--- src/rtl/svc_status_pkg.sv ---
package svc_status_pkg;

  localparam int STB_W  = 8;
  localparam int ADDR_W = 3;

  localparam int BIT_QUES = 3;
  localparam int BIT_MAV  = 4;
  localparam int BIT_ESB  = 5;
  localparam int BIT_RQS  = 6;
  localparam int BIT_OPER = 7;

  localparam int NUM_GRP  = 3;
  localparam int GRP_QUES = 0;
  localparam int GRP_OPER = 1;
  localparam int GRP_STD  = 2;

  typedef enum logic [ADDR_W-1:0] {
    ADR_QUES_EVT = 3'd0,
    ADR_QUES_EN  = 3'd1,
    ADR_OPER_EVT = 3'd2,
    ADR_OPER_EN  = 3'd3,
    ADR_STD_EVT  = 3'd4,
    ADR_STD_EN   = 3'd5,
    ADR_STB      = 3'd6,
    ADR_SRE      = 3'd7
  } regSel_e;

  typedef struct packed {
    logic [NUM_GRP-1:0] wrEn;
    logic [NUM_GRP-1:0] clrEvt;
    logic               wrSre;
  } ctlStrobes_t;

endpackage

--- src/rtl/svc_event_group.sv ---
module svc_event_group #(
  parameter int W = 16
) (
  input  logic         clk,
  input  logic         rstN,
  input  logic [W-1:0] cond,
  input  logic         clrEvt,
  input  logic         wrEn,
  input  logic [W-1:0] wrData,
  output logic [W-1:0] evt,
  output logic [W-1:0] en,
  output logic         summary
);

  logic [W-1:0] condQ;
  logic [W-1:0] risen;

  assign risen   = cond & ~condQ;
  assign summary = |(evt & en);

  always_ff @(posedge clk or negedge rstN) begin
    if (!rstN) begin
      condQ <= '0;
      evt   <= '0;
      en    <= '0;
    end else begin
      condQ <= cond;
      evt   <= (clrEvt ? '0 : evt) | risen;
      if (wrEn) en <= wrData;
    end
  end

  // latched bits survive any cycle without a clearing read
  a_r1_hold: assert property (@(posedge clk) disable iff (!rstN)
    !clrEvt |=> ((evt & $past(evt)) == $past(evt)));

  // a fresh edge is kept even when a read clears the register
  a_r1_edge_kept: assert property (@(posedge clk) disable iff (!rstN)
    (|risen) |=> ((evt & $past(risen)) == $past(risen)));

  // a read with no fresh edge empties the register
  a_r2_read_clears: assert property (@(posedge clk) disable iff (!rstN)
    (clrEvt && !(|risen)) |=> (evt == '0));

endmodule

--- src/rtl/svc_status_datapath.sv ---
module svc_status_datapath
  import svc_status_pkg::*;
#(
  parameter int GRP_W = 16
) (
  input  logic                   clk,
  input  logic                   rstN,
  input  logic [GRP_W-1:0]       quesCond,
  input  logic [GRP_W-1:0]       operCond,
  input  logic [GRP_W-1:0]       stdCond,
  input  logic                   queueNotEmpty,
  input  ctlStrobes_t            strb,
  input  logic [GRP_W-1:0]       wrData,
  input  logic [ADDR_W-1:0]      regAddr,
  input  logic                   rqs,
  output logic [STB_W-1:0]       stbFull,
  output logic                   masterSum,
  output logic [GRP_W-1:0]       rdData
);

  localparam logic [STB_W-1:0] RQS_MASK = STB_W'(1) << BIT_RQS;

  logic [GRP_W-1:0] condArr [NUM_GRP];
  logic [GRP_W-1:0] evtArr  [NUM_GRP];
  logic [GRP_W-1:0] enArr   [NUM_GRP];
  logic [NUM_GRP-1:0] sumVec;
  logic [STB_W-1:0] sre;
  logic [STB_W-1:0] stbCore;

  assign condArr[GRP_QUES] = quesCond;
  assign condArr[GRP_OPER] = operCond;
  assign condArr[GRP_STD]  = stdCond;

  for (genvar g = 0; g < NUM_GRP; g++) begin : gGroup
    svc_event_group #(.W(GRP_W)) u_grp (
      .clk     (clk),
      .rstN    (rstN),
      .cond    (condArr[g]),
      .clrEvt  (strb.clrEvt[g]),
      .wrEn    (strb.wrEn[g]),
      .wrData  (wrData),
      .evt     (evtArr[g]),
      .en      (enArr[g]),
      .summary (sumVec[g])
    );
  end

  always_ff @(posedge clk or negedge rstN) begin
    if (!rstN)          sre <= '0;
    else if (strb.wrSre) sre <= wrData[STB_W-1:0] & ~RQS_MASK;
  end

  always_comb begin
    stbCore           = '0;
    stbCore[BIT_QUES] = sumVec[GRP_QUES];
    stbCore[BIT_MAV]  = queueNotEmpty;
    stbCore[BIT_ESB]  = sumVec[GRP_STD];
    stbCore[BIT_OPER] = sumVec[GRP_OPER];
  end

  assign masterSum = |(stbCore & sre & ~RQS_MASK);

  always_comb begin
    stbFull          = stbCore;
    stbFull[BIT_RQS] = rqs;
  end

  always_comb begin
    rdData = '0;
    unique case (regSel_e'(regAddr))
      ADR_QUES_EVT: rdData = evtArr[GRP_QUES];
      ADR_QUES_EN:  rdData = enArr[GRP_QUES];
      ADR_OPER_EVT: rdData = evtArr[GRP_OPER];
      ADR_OPER_EN:  rdData = enArr[GRP_OPER];
      ADR_STD_EVT:  rdData = evtArr[GRP_STD];
      ADR_STD_EN:   rdData = enArr[GRP_STD];
      ADR_STB:      rdData = GRP_W'(stbFull);
      ADR_SRE:      rdData = GRP_W'(sre);
      default:      rdData = '0;
    endcase
  end

  // the request mask never holds bit 6
  a_r5_sre_bit6: assert property (@(posedge clk) disable iff (!rstN)
    strb.wrSre |=> !sre[BIT_RQS]);

  // with an empty request mask, the master summary stays low
  a_r7_mask_blocks: assert property (@(posedge clk) disable iff (!rstN)
    (sre == '0) |-> !masterSum);

endmodule

--- src/rtl/svc_status_control.sv ---
module svc_status_control
  import svc_status_pkg::*;
(
  input  logic              clk,
  input  logic              rstN,
  input  logic [ADDR_W-1:0] regAddr,
  input  logic              regWrEn,
  input  logic              regRdEn,
  input  logic              pollStrobe,
  input  logic              masterSum,
  output ctlStrobes_t       strb,
  output logic              rqs
);

  logic masterSumQ;
  logic reqRise;

  always_comb begin
    strb = '0;
    strb.wrEn[GRP_QUES]   = regWrEn && (regSel_e'(regAddr) == ADR_QUES_EN);
    strb.wrEn[GRP_OPER]   = regWrEn && (regSel_e'(regAddr) == ADR_OPER_EN);
    strb.wrEn[GRP_STD]    = regWrEn && (regSel_e'(regAddr) == ADR_STD_EN);
    strb.clrEvt[GRP_QUES] = regRdEn && (regSel_e'(regAddr) == ADR_QUES_EVT);
    strb.clrEvt[GRP_OPER] = regRdEn && (regSel_e'(regAddr) == ADR_OPER_EVT);
    strb.clrEvt[GRP_STD]  = regRdEn && (regSel_e'(regAddr) == ADR_STD_EVT);
    strb.wrSre            = regWrEn && (regSel_e'(regAddr) == ADR_SRE);
  end

  assign reqRise = masterSum && !masterSumQ;

  always_ff @(posedge clk or negedge rstN) begin
    if (!rstN) begin
      masterSumQ <= 1'b0;
      rqs        <= 1'b0;
    end else begin
      masterSumQ <= masterSum;
      rqs        <= reqRise | (rqs & ~pollStrobe);
    end
  end

  // a poll without a fresh request leaves the flag clear
  a_r6_poll_clears: assert property (@(posedge clk) disable iff (!rstN)
    (pollStrobe && !reqRise) |=> !rqs);

  // the flag only rises after a rising master summary
  a_r5_rise_source: assert property (@(posedge clk) disable iff (!rstN)
    $rose(rqs) |-> $past(reqRise));

  // no master summary means no new request
  a_r7_no_new_req: assert property (@(posedge clk) disable iff (!rstN)
    !masterSum |=> !$rose(rqs));

endmodule

--- src/rtl/svc_status_unit.sv ---
module svc_status_unit
  import svc_status_pkg::*;
#(
  parameter int GRP_W = 16
) (
  input  logic              clk,
  input  logic              rstN,
  input  logic [GRP_W-1:0]  quesCond,
  input  logic [GRP_W-1:0]  operCond,
  input  logic [GRP_W-1:0]  stdCond,
  input  logic              queueNotEmpty,
  input  logic [ADDR_W-1:0] regAddr,
  input  logic              regWrEn,
  input  logic              regRdEn,
  input  logic [GRP_W-1:0]  regWrData,
  output logic [GRP_W-1:0]  regRdData,
  input  logic              pollStrobe,
  output logic [STB_W-1:0]  pollData,
  output logic              srq
);

  ctlStrobes_t      strb;
  logic             rqs;
  logic             masterSum;
  logic [STB_W-1:0] stbFull;

  svc_status_control u_ctl (
    .clk        (clk),
    .rstN       (rstN),
    .regAddr    (regAddr),
    .regWrEn    (regWrEn),
    .regRdEn    (regRdEn),
    .pollStrobe (pollStrobe),
    .masterSum  (masterSum),
    .strb       (strb),
    .rqs        (rqs)
  );

  svc_status_datapath #(.GRP_W(GRP_W)) u_dp (
    .clk           (clk),
    .rstN          (rstN),
    .quesCond      (quesCond),
    .operCond      (operCond),
    .stdCond       (stdCond),
    .queueNotEmpty (queueNotEmpty),
    .strb          (strb),
    .wrData        (regWrData),
    .regAddr       (regAddr),
    .rqs           (rqs),
    .stbFull       (stbFull),
    .masterSum     (masterSum),
    .rdData        (regRdData)
  );

  assign pollData = stbFull;
  assign srq      = rqs;

  // after a poll, the non-request bits of the byte hold while inputs hold
  a_r6_poll_keeps_rest: assert property (@(posedge clk) disable iff (!rstN)
    (pollStrobe && !regRdEn && !regWrEn && $stable(queueNotEmpty)) |=>
      ((pollData & 8'hBF) == ($past(pollData) & 8'hBF)) || $changed(quesCond)
      || $changed(operCond) || $changed(stdCond) || $changed(queueNotEmpty));

endmodule

--- config.mk ---
export PLATFORM = sky130hd
export DESIGN_NAME = svc_status_unit
export DESIGN_NICKNAME = d
export VERILOG_FILES = /design/src/rtl/svc_status_pkg.sv /design/src/rtl/svc_event_group.sv /design/src/rtl/svc_status_datapath.sv /design/src/rtl/svc_status_control.sv /design/src/rtl/svc_status_unit.sv
export SDC_FILE = /design/constraint.sdc
export NUM_CORES = 1
export LEC_CHECK = 0
export CORE_ASPECT_RATIO = 2
export CORE_MARGIN = 2
export CORE_UTILIZATION = 58
export DETAILED_ROUTE_END_ITERATION = 8
export PLACE_DENSITY_LB_ADDON = 0.12
export REMOVE_ABC_BUFFERS = 1
export SYNTH_ARGS = -nofsm -noshare
export SYNTH_HDL_FRONTEND = slang
export SYNTH_HIERARCHICAL = 1
export SYNTH_SLANG_ARGS = --single-unit
--- constraint.sdc ---
create_clock -name clk -period 6.25 [get_ports clk]
set_clock_uncertainty 0.2 [all_clocks]
set_input_delay 1.25 -clock clk [delete_from_list [all_inputs] [get_ports clk]]
set_output_delay 1.25 -clock clk [all_outputs]
set_load 0.005 [all_outputs]
==> impl_metrics.tcl, run 1 <==
set metrics [dict create \
    hp-start "u_dp/gGroup[0].u_grp/condQ[8]" \
    placementRows 55 \
    tightest_slew_ns 1.00 \
    max_stage_delay_ns 0.64 \
    worstHoldPathCells 1 \
    port-buffer-count 94 \
    synth_cell_type_count 36 \
    max_freq_mhz 191 \
    yosysMostFrequentCell "dfrtp_1" \
    synth_top_area_cell "dfrtp_1" \
    path_delay_family "buffers and inverters" \
    pin_count 98 \
    drt_iter0_drc 535 \
    grt_pass1_wl_um 26400 \
    hpwlAfterDp_um 11500 \
    clkTransAtPathRegs_ns 0.06 \
    syn_area_sq_mm 0.00661 \
    via_per_inst 5.92 \
    cp_num_buf_inv 3 \
    grt_usage 0.289 \
    antenna_found_initial 0 \
    drc 0 \
    initial_core_util 0.589 \
    die_y_um 155 \
    rrSetupSlack_ns 3.74 \
    crit_slowest_cell "nand3_1" \
    clockRootBuffer "clkbuf_16" \
    ys_async_sr_fraction 1.00 \
    netlist_instances 527 \
    critPathCaptureType "primary output" \
    grt-ovfl-total 0 \
    netlist.area_leader.share 0.579 \
    worstPathArrival_ns 3.79 \
    placed_cells 747 \
    core_area_sq_mm 0.0112 \
    cp-start-kind "primary input" \
    cts.hold.buffers_added 0 \
    post_cts_buffers 0 \
    p_per_area_mw_per_mm2 326 \
    synth_seq_cells 153 \
    fin_tns_setup_ns 0 \
    synth.area.top_cells "dfrtp_1 58%, mux2_4 6.8%, mux2_2 6.1%" \
    num_antenna_cells 0 \
    clk_latency_ns 0.42 \
    grt_max_degree 114 \
    cp_cell_sequence "clkdlybuf4s50_1 -> inv_1 -> nand3_1 -> o22a_1 -> clkdlybuf4s50_1" \
    r2r-end "u_ctl/rqs" \
    area_delta_synth_final_pct 23.9 \
    clock_tree.buffer_depth 2 \
    fillers 786 \
    ys.flop_type "dfrtp_1" \
    worstSetupPathType "primary input to primary output" \
    numCtsBuffers 17 \
    utilization 0.730 \
    die_area_sq_mm 0.0123 \
    ys_warn_count 6 \
    synthXorXnorAreaFrac 0 \
    cts_resized 0 \
    cp.required_ns 4.80 \
    crit_top_cell "clkdlybuf4s50_1" \
    drv_slew 0 \
    synth_edf_count 0 \
    ys_seq_area_frac 0.579 \
    reg2reg_depth 7 \
    synthSimpleGateAreaFrac 0.0449 \
    nNetsFinal 697 \
    wl_um 16800 \
    grt_pass1_vias 4938 \
    synth_compound_area_frac 0.116 \
    drive_gt1_frac 0.192 \
    synth_top_family_by_area "multiplexers" \
    first_pass_iters 8 \
    clock-sinks 153 \
    final_cells 778 \
    vias 4606 \
    min_period_ns 5.24 \
    htree_levels 4 \
    finalCritPeriodShare 0.839 \
    synthAdderAreaFrac 0 \
    reg2reg_from "u_dp/gGroup[0].u_grp/en[5]" \
    synthTopCellsByCount "153 x dfrtp_1, 100 x inv_1, 49 x o22ai_1" \
    place_congestion 0.957 \
    finalHoldViolCount 0 \
    slew-limit-headroom 0.330 \
    ant_nets 0 \
    status "completed" \
    setup_viol 0 \
    synth_mux_area_frac 0.168 \
    fp.dieW_um 79.5 \
    cap_violations 0 \
    vdd_drop_max_uv 230 \
    holdPathEnd "u_dp/gGroup[0].u_grp/evt[8]" \
    rsz0062_at_grt "no" \
    holdCritPathClass "flip-flop to flip-flop" \
    wl_per_cell_um 21.5 \
    cts_tree "done" \
    leakage_nw 3.86 \
    syn_area_per_cell_sq_um 12.5 \
    path_max_fanout 20 \
]
## layout by cell type, fill, tap and decap left out, types with 3 or more instances in the layout
cell,count
mux4_2,9
clkbuf_16,17
buf_4,11
nand4_1,4
nand2b_1,12
a221oi_1,12
dfrtp_1,153
nand2_1,8
nand3_1,3
conb_1,3
mux2_2,36
inv_1,100
inv_6,5
mux2_4,30
a22o_1,22
clkdlybuf4s50_1,93
nor2_1,26
o22ai_1,49
nor3_2,3
mux2i_1,5
a222oi_1,8
## worst max-delay path by stage
stage	startpoint	to	slack (ns)	cells past startpoint
detailed placement	regAddr[0]	regRdData[6]	1.11	5
global placement	regAddr[0]	regRdData[6]	1.12	5
CTS	regAddr[0]	regRdData[6]	1.10	5
global route	regAddr[0]	regRdData[6]	0.89	5
floorplan	regAddr[0]	regRdData[6]	2.62	3
finish	regAddr[0]	regRdData[6]	1.01	5
## flip-flops by register name, summed over array words and instances, names as in the netlist
register	cells
u_dp/gGroup.u_grp/evt	48
u_ctl/masterSumQ	1
u_dp/gGroup.u_grp/condQ	48
u_dp/sre	7
u_ctl/rqs	1
u_dp/gGroup.u_grp/en	48
## report_power, final
part           leakage, nW  internal [mW]  switching (mW)  total [mW]
Clock                0.281          0.601           0.408        1.01
Sequential            1.71           1.12           0.109        1.23
Combinational         1.87          0.262           0.173       0.436
## final cells by class
class	count	area [sq um]	area share
clock buffers	19	443	0.0541
multi-input cells	246	2200	0.268
clock inverters	12	138	0.0168
well taps	142	178	0.0217
inverters	101	379	0.0463
flip-flops and latches	153	3830	0.468
repair buffers	105	1020	0.125
## cells by family (layout without fill, tap and decap cells)
kind of cell	after synthesis	in the layout
multiplexers	80	80
buffers and inverters	130	237
flip-flops	153	153
other	1	3
AND/OR/NAND/NOR	60	60
AO/OA/AOI/OAI	103	103
## stage by stage
step                cell area (sq um)  setup WS, ns  hold WS, ns  total power [mW]
floorplan                        6390          2.62        0.199              1.45
global placement                 7610          1.12        0.200              1.65
detailed placement               7610          1.11        0.206              1.67
CTS                              8190          1.10        0.216              2.68
global route                     8190         0.894        0.223              2.77
finish                           8190          1.01        0.215              2.67
## routing by layer
metal | share of wire | track usage | vias to the layer above
met2 | 0.54 | 0.498 | 233
met5 | 0 | 0 | -
met4 | 0.036 | 0.141 | 0
met3 | 0.068 | 0.0621 | 50
li1 | - | - | 2023
met1 | 0.35 | 0.336 | 2300
Power figures use the tool's default switching activity.
==> run 2, diff against run 1 <==
--- a/config.mk
+++ b/config.mk
@@ -7,7 +7,7 @@
 export LEC_CHECK = 0
 export CORE_ASPECT_RATIO = 2
 export CORE_MARGIN = 2
-export CORE_UTILIZATION = 58
+export CORE_UTILIZATION = 49
 export DETAILED_ROUTE_END_ITERATION = 8
 export PLACE_DENSITY_LB_ADDON = 0.12
 export REMOVE_ABC_BUFFERS = 1
==> constraint.sdc (replaced) <==
create_clock -name clk -period 4.6 [get_ports clk]
set_clock_uncertainty 0.2 [all_clocks]
set_input_delay 0.92 -clock clk [delete_from_list [all_inputs] [get_ports clk]]
set_output_delay 0.92 -clock clk [all_outputs]
set_load 0.005 [all_outputs]
==> run 2 against run 1 <==
Net effect: sequential power rose by 35%; via count fell by 3.3%; cell area rose by 1.3%; combinational power rose by 34%; power rose by 37%; first-iteration DRC count fell by 41%; clock power rose by 40%; non-clock buffer count rose by 7; worst hold slack got worse by 0.0031 ns; critical path depth rose by 2; global-route usage fell by 5.0 points; critical endpoint is now regRdData[15].
==> impl_metrics.tcl, run 2 (synthesized netlist as in run 1, its figures left out) <==
set metrics [dict create \
    status "completed" \
    met3_length_um 752 \
    drv_slew 0 \
    grt_max_degree 88 \
    reg2reg_from "u_dp/gGroup[0].u_grp/evt[2]" \
    startpoint "regAddr[1]" \
    power.total_mw 3.65 \
    rrSetupSlack_ns 2.45 \
    final_cell_mix "153 x dfrtp_1, 100 x inv_1, 93 x clkdlybuf4s50_1" \
    post_cts_buffers 0 \
    die_y_um 168 \
    wl_um 16200 \
    hpwlAfterDp_um 11400 \
    clockRootBuffer "clkbuf_16" \
    worstPathArrival_ns 3.15 \
    setup_viol 0 \
    finalHoldViolCount 0 \
    via_per_inst 5.58 \
    crit_slowest_cell "clkdlybuf4s50_1" \
    area_delta_synth_final_pct 25.5 \
    wl_met1_um 6690 \
    cp.required_ns 3.48 \
    core_area_sq_mm 0.0133 \
    antenna_found_initial 0 \
    numCtsBuffers 17 \
    path_max_fanout 25 \
    reg2reg_depth 7 \
    vias 4456 \
    fp.dieW_um 86.1 \
    cts_tree "done" \
    cp-start-kind "primary input" \
    cap_violations 0 \
    cts_resized 0 \
    max_freq_mhz 234 \
    wl_met2_um 8500 \
    worstSetupPathType "primary input to primary output" \
    nNetsFinal 704 \
    rsz0062_at_grt "no" \
    top_layer "met4" \
    clock-sinks 153 \
    initial_core_util 0.497 \
    critPathCapture "regRdData[15]" \
    tightest_slew_ns 0.897 \
    drt_iter0_drc 316 \
    holdCritPathClass "flip-flop to flip-flop" \
    worstHoldPathCells 1 \
    vdd_drop_max_uv 282 \
    port-buffer-count 94 \
    cp_cell_sequence "clkdlybuf4s50_1 -> buf_12 -> nand2b_1 -> nor2_1 -> a222oi_1 -> nor2_1 -> clkdlybuf4s50_1" \
    die_area_sq_mm 0.0145 \
    drive_gt1_frac 0.204 \
    place_congestion 0.868 \
    min_period_ns 4.27 \
    leakage_nw 3.89 \
    grt_pass1_wl_um 25800 \
    grt_usage 0.239 \
    num_antenna_cells 0 \
    r2r-end "u_ctl/rqs" \
    reg_top3 "u_dp/gGroup.u_grp/condQ (48), u_dp/gGroup.u_grp/en (48), u_dp/gGroup.u_grp/evt (48)" \
    critPathCaptureType "primary output" \
    ant_nets 0 \
    clkTransAtPathRegs_ns 0.06 \
    grt_pass1_vias 4532 \
    p_per_area_mw_per_mm2 441 \
    finalCritPeriodShare 0.928 \
    fin_tns_setup_ns 0 \
    clock_tree.buffer_depth 2 \
    slew-limit-headroom 0.400 \
    utilization 0.624 \
    max_stage_delay_ns 0.52 \
    clk_latency_ns 0.42 \
    wl_per_cell_um 20.3 \
    drc 0 \
    pin_count 98 \
    cts.hold.buffers_added 0 \
    grt-ovfl-total 0 \
    placementRows 60 \
    htree_levels 4 \
    first_pass_iters 7 \
    mostFrequentLayoutCell "dfrtp_1" \
]
[run 2: changes by cell type in the layout (fill, tap and decap cells not counted), moves of 2 or more]
cell        change
nor2_2          +2
buf_4           +6
clkinvlp_4      +2
nor2_1          -2
[run 2: power by group]
part	switching (mW)	internal, mW
Sequential	0.140	1.52
Clock	0.554	0.856
Combinational	0.224	0.361
[run 2: layout make-up]
type	count	area, sq um
Clock buffer	18	429
Tap cell	155	194
Inverter	101	379
Multi-Input combinational cell	246	2200
Sequential cell	153	3830
Timing Repair Buffer	112	1090
Clock inverter	13	169
Fill cell	1103	5000
[run 2: metal layers]
layer	GRT usage	up-vias
met5	0	-
met3	0.0451	21
met1	0.313	2242
li1	-	2051
met4	0.0732	0
met2	0.400	142
[run 2: critical path, delay by kind of cell]
kind / cells / cell delay, ns
and+or+nand+nor: 3 / 0.75
AOI/OAI and AO/OA: 1 / 0.22
buffers and inverters: 3 / 1.25
[run 2: worst min path at each step]
stage,slack [ns],to,from
floorplan,0.20,u_dp/gGroup[0].u_grp/evt[0],u_dp/gGroup[0].u_grp/condQ[0]
global placement,0.20,u_dp/gGroup[0].u_grp/evt[3],u_dp/gGroup[0].u_grp/condQ[3]
detailed placement,0.21,u_dp/gGroup[2].u_grp/evt[13],u_dp/gGroup[2].u_grp/condQ[13]
CTS,0.21,u_dp/gGroup[2].u_grp/evt[10],u_dp/gGroup[2].u_grp/condQ[10]
global route,0.22,u_dp/gGroup[2].u_grp/evt[4],u_dp/gGroup[2].u_grp/condQ[4]
finish,0.21,u_dp/gGroup[2].u_grp/evt[4],u_dp/gGroup[2].u_grp/condQ[4]
[run 2: stage by stage]
stage                     hold slack [ns]  cell area, sq um  instances  setup slack, ns
after floorplan                     0.199              6390        500             1.31
after global placement              0.200              7690        767            0.360
after detailed placement            0.207              7690        767            0.344
after CTS                           0.212              8290        798            0.323
after global routing                0.218              8290        798            0.243
final                               0.212              8290        798            0.330
==> run 3, diff against run 2 <==
--- a/config.mk
+++ b/config.mk
@@ -11,6 +11,7 @@
 export DETAILED_ROUTE_END_ITERATION = 8
 export PLACE_DENSITY_LB_ADDON = 0.12
 export REMOVE_ABC_BUFFERS = 1
+export SKIP_LAST_GASP = 1
 export SYNTH_ARGS = -nofsm -noshare
 export SYNTH_HDL_FRONTEND = slang
 export SYNTH_HIERARCHICAL = 1
==> results of run 3 <==
Same layout as run 2: the final DEF is identical, and so are final timing and power.
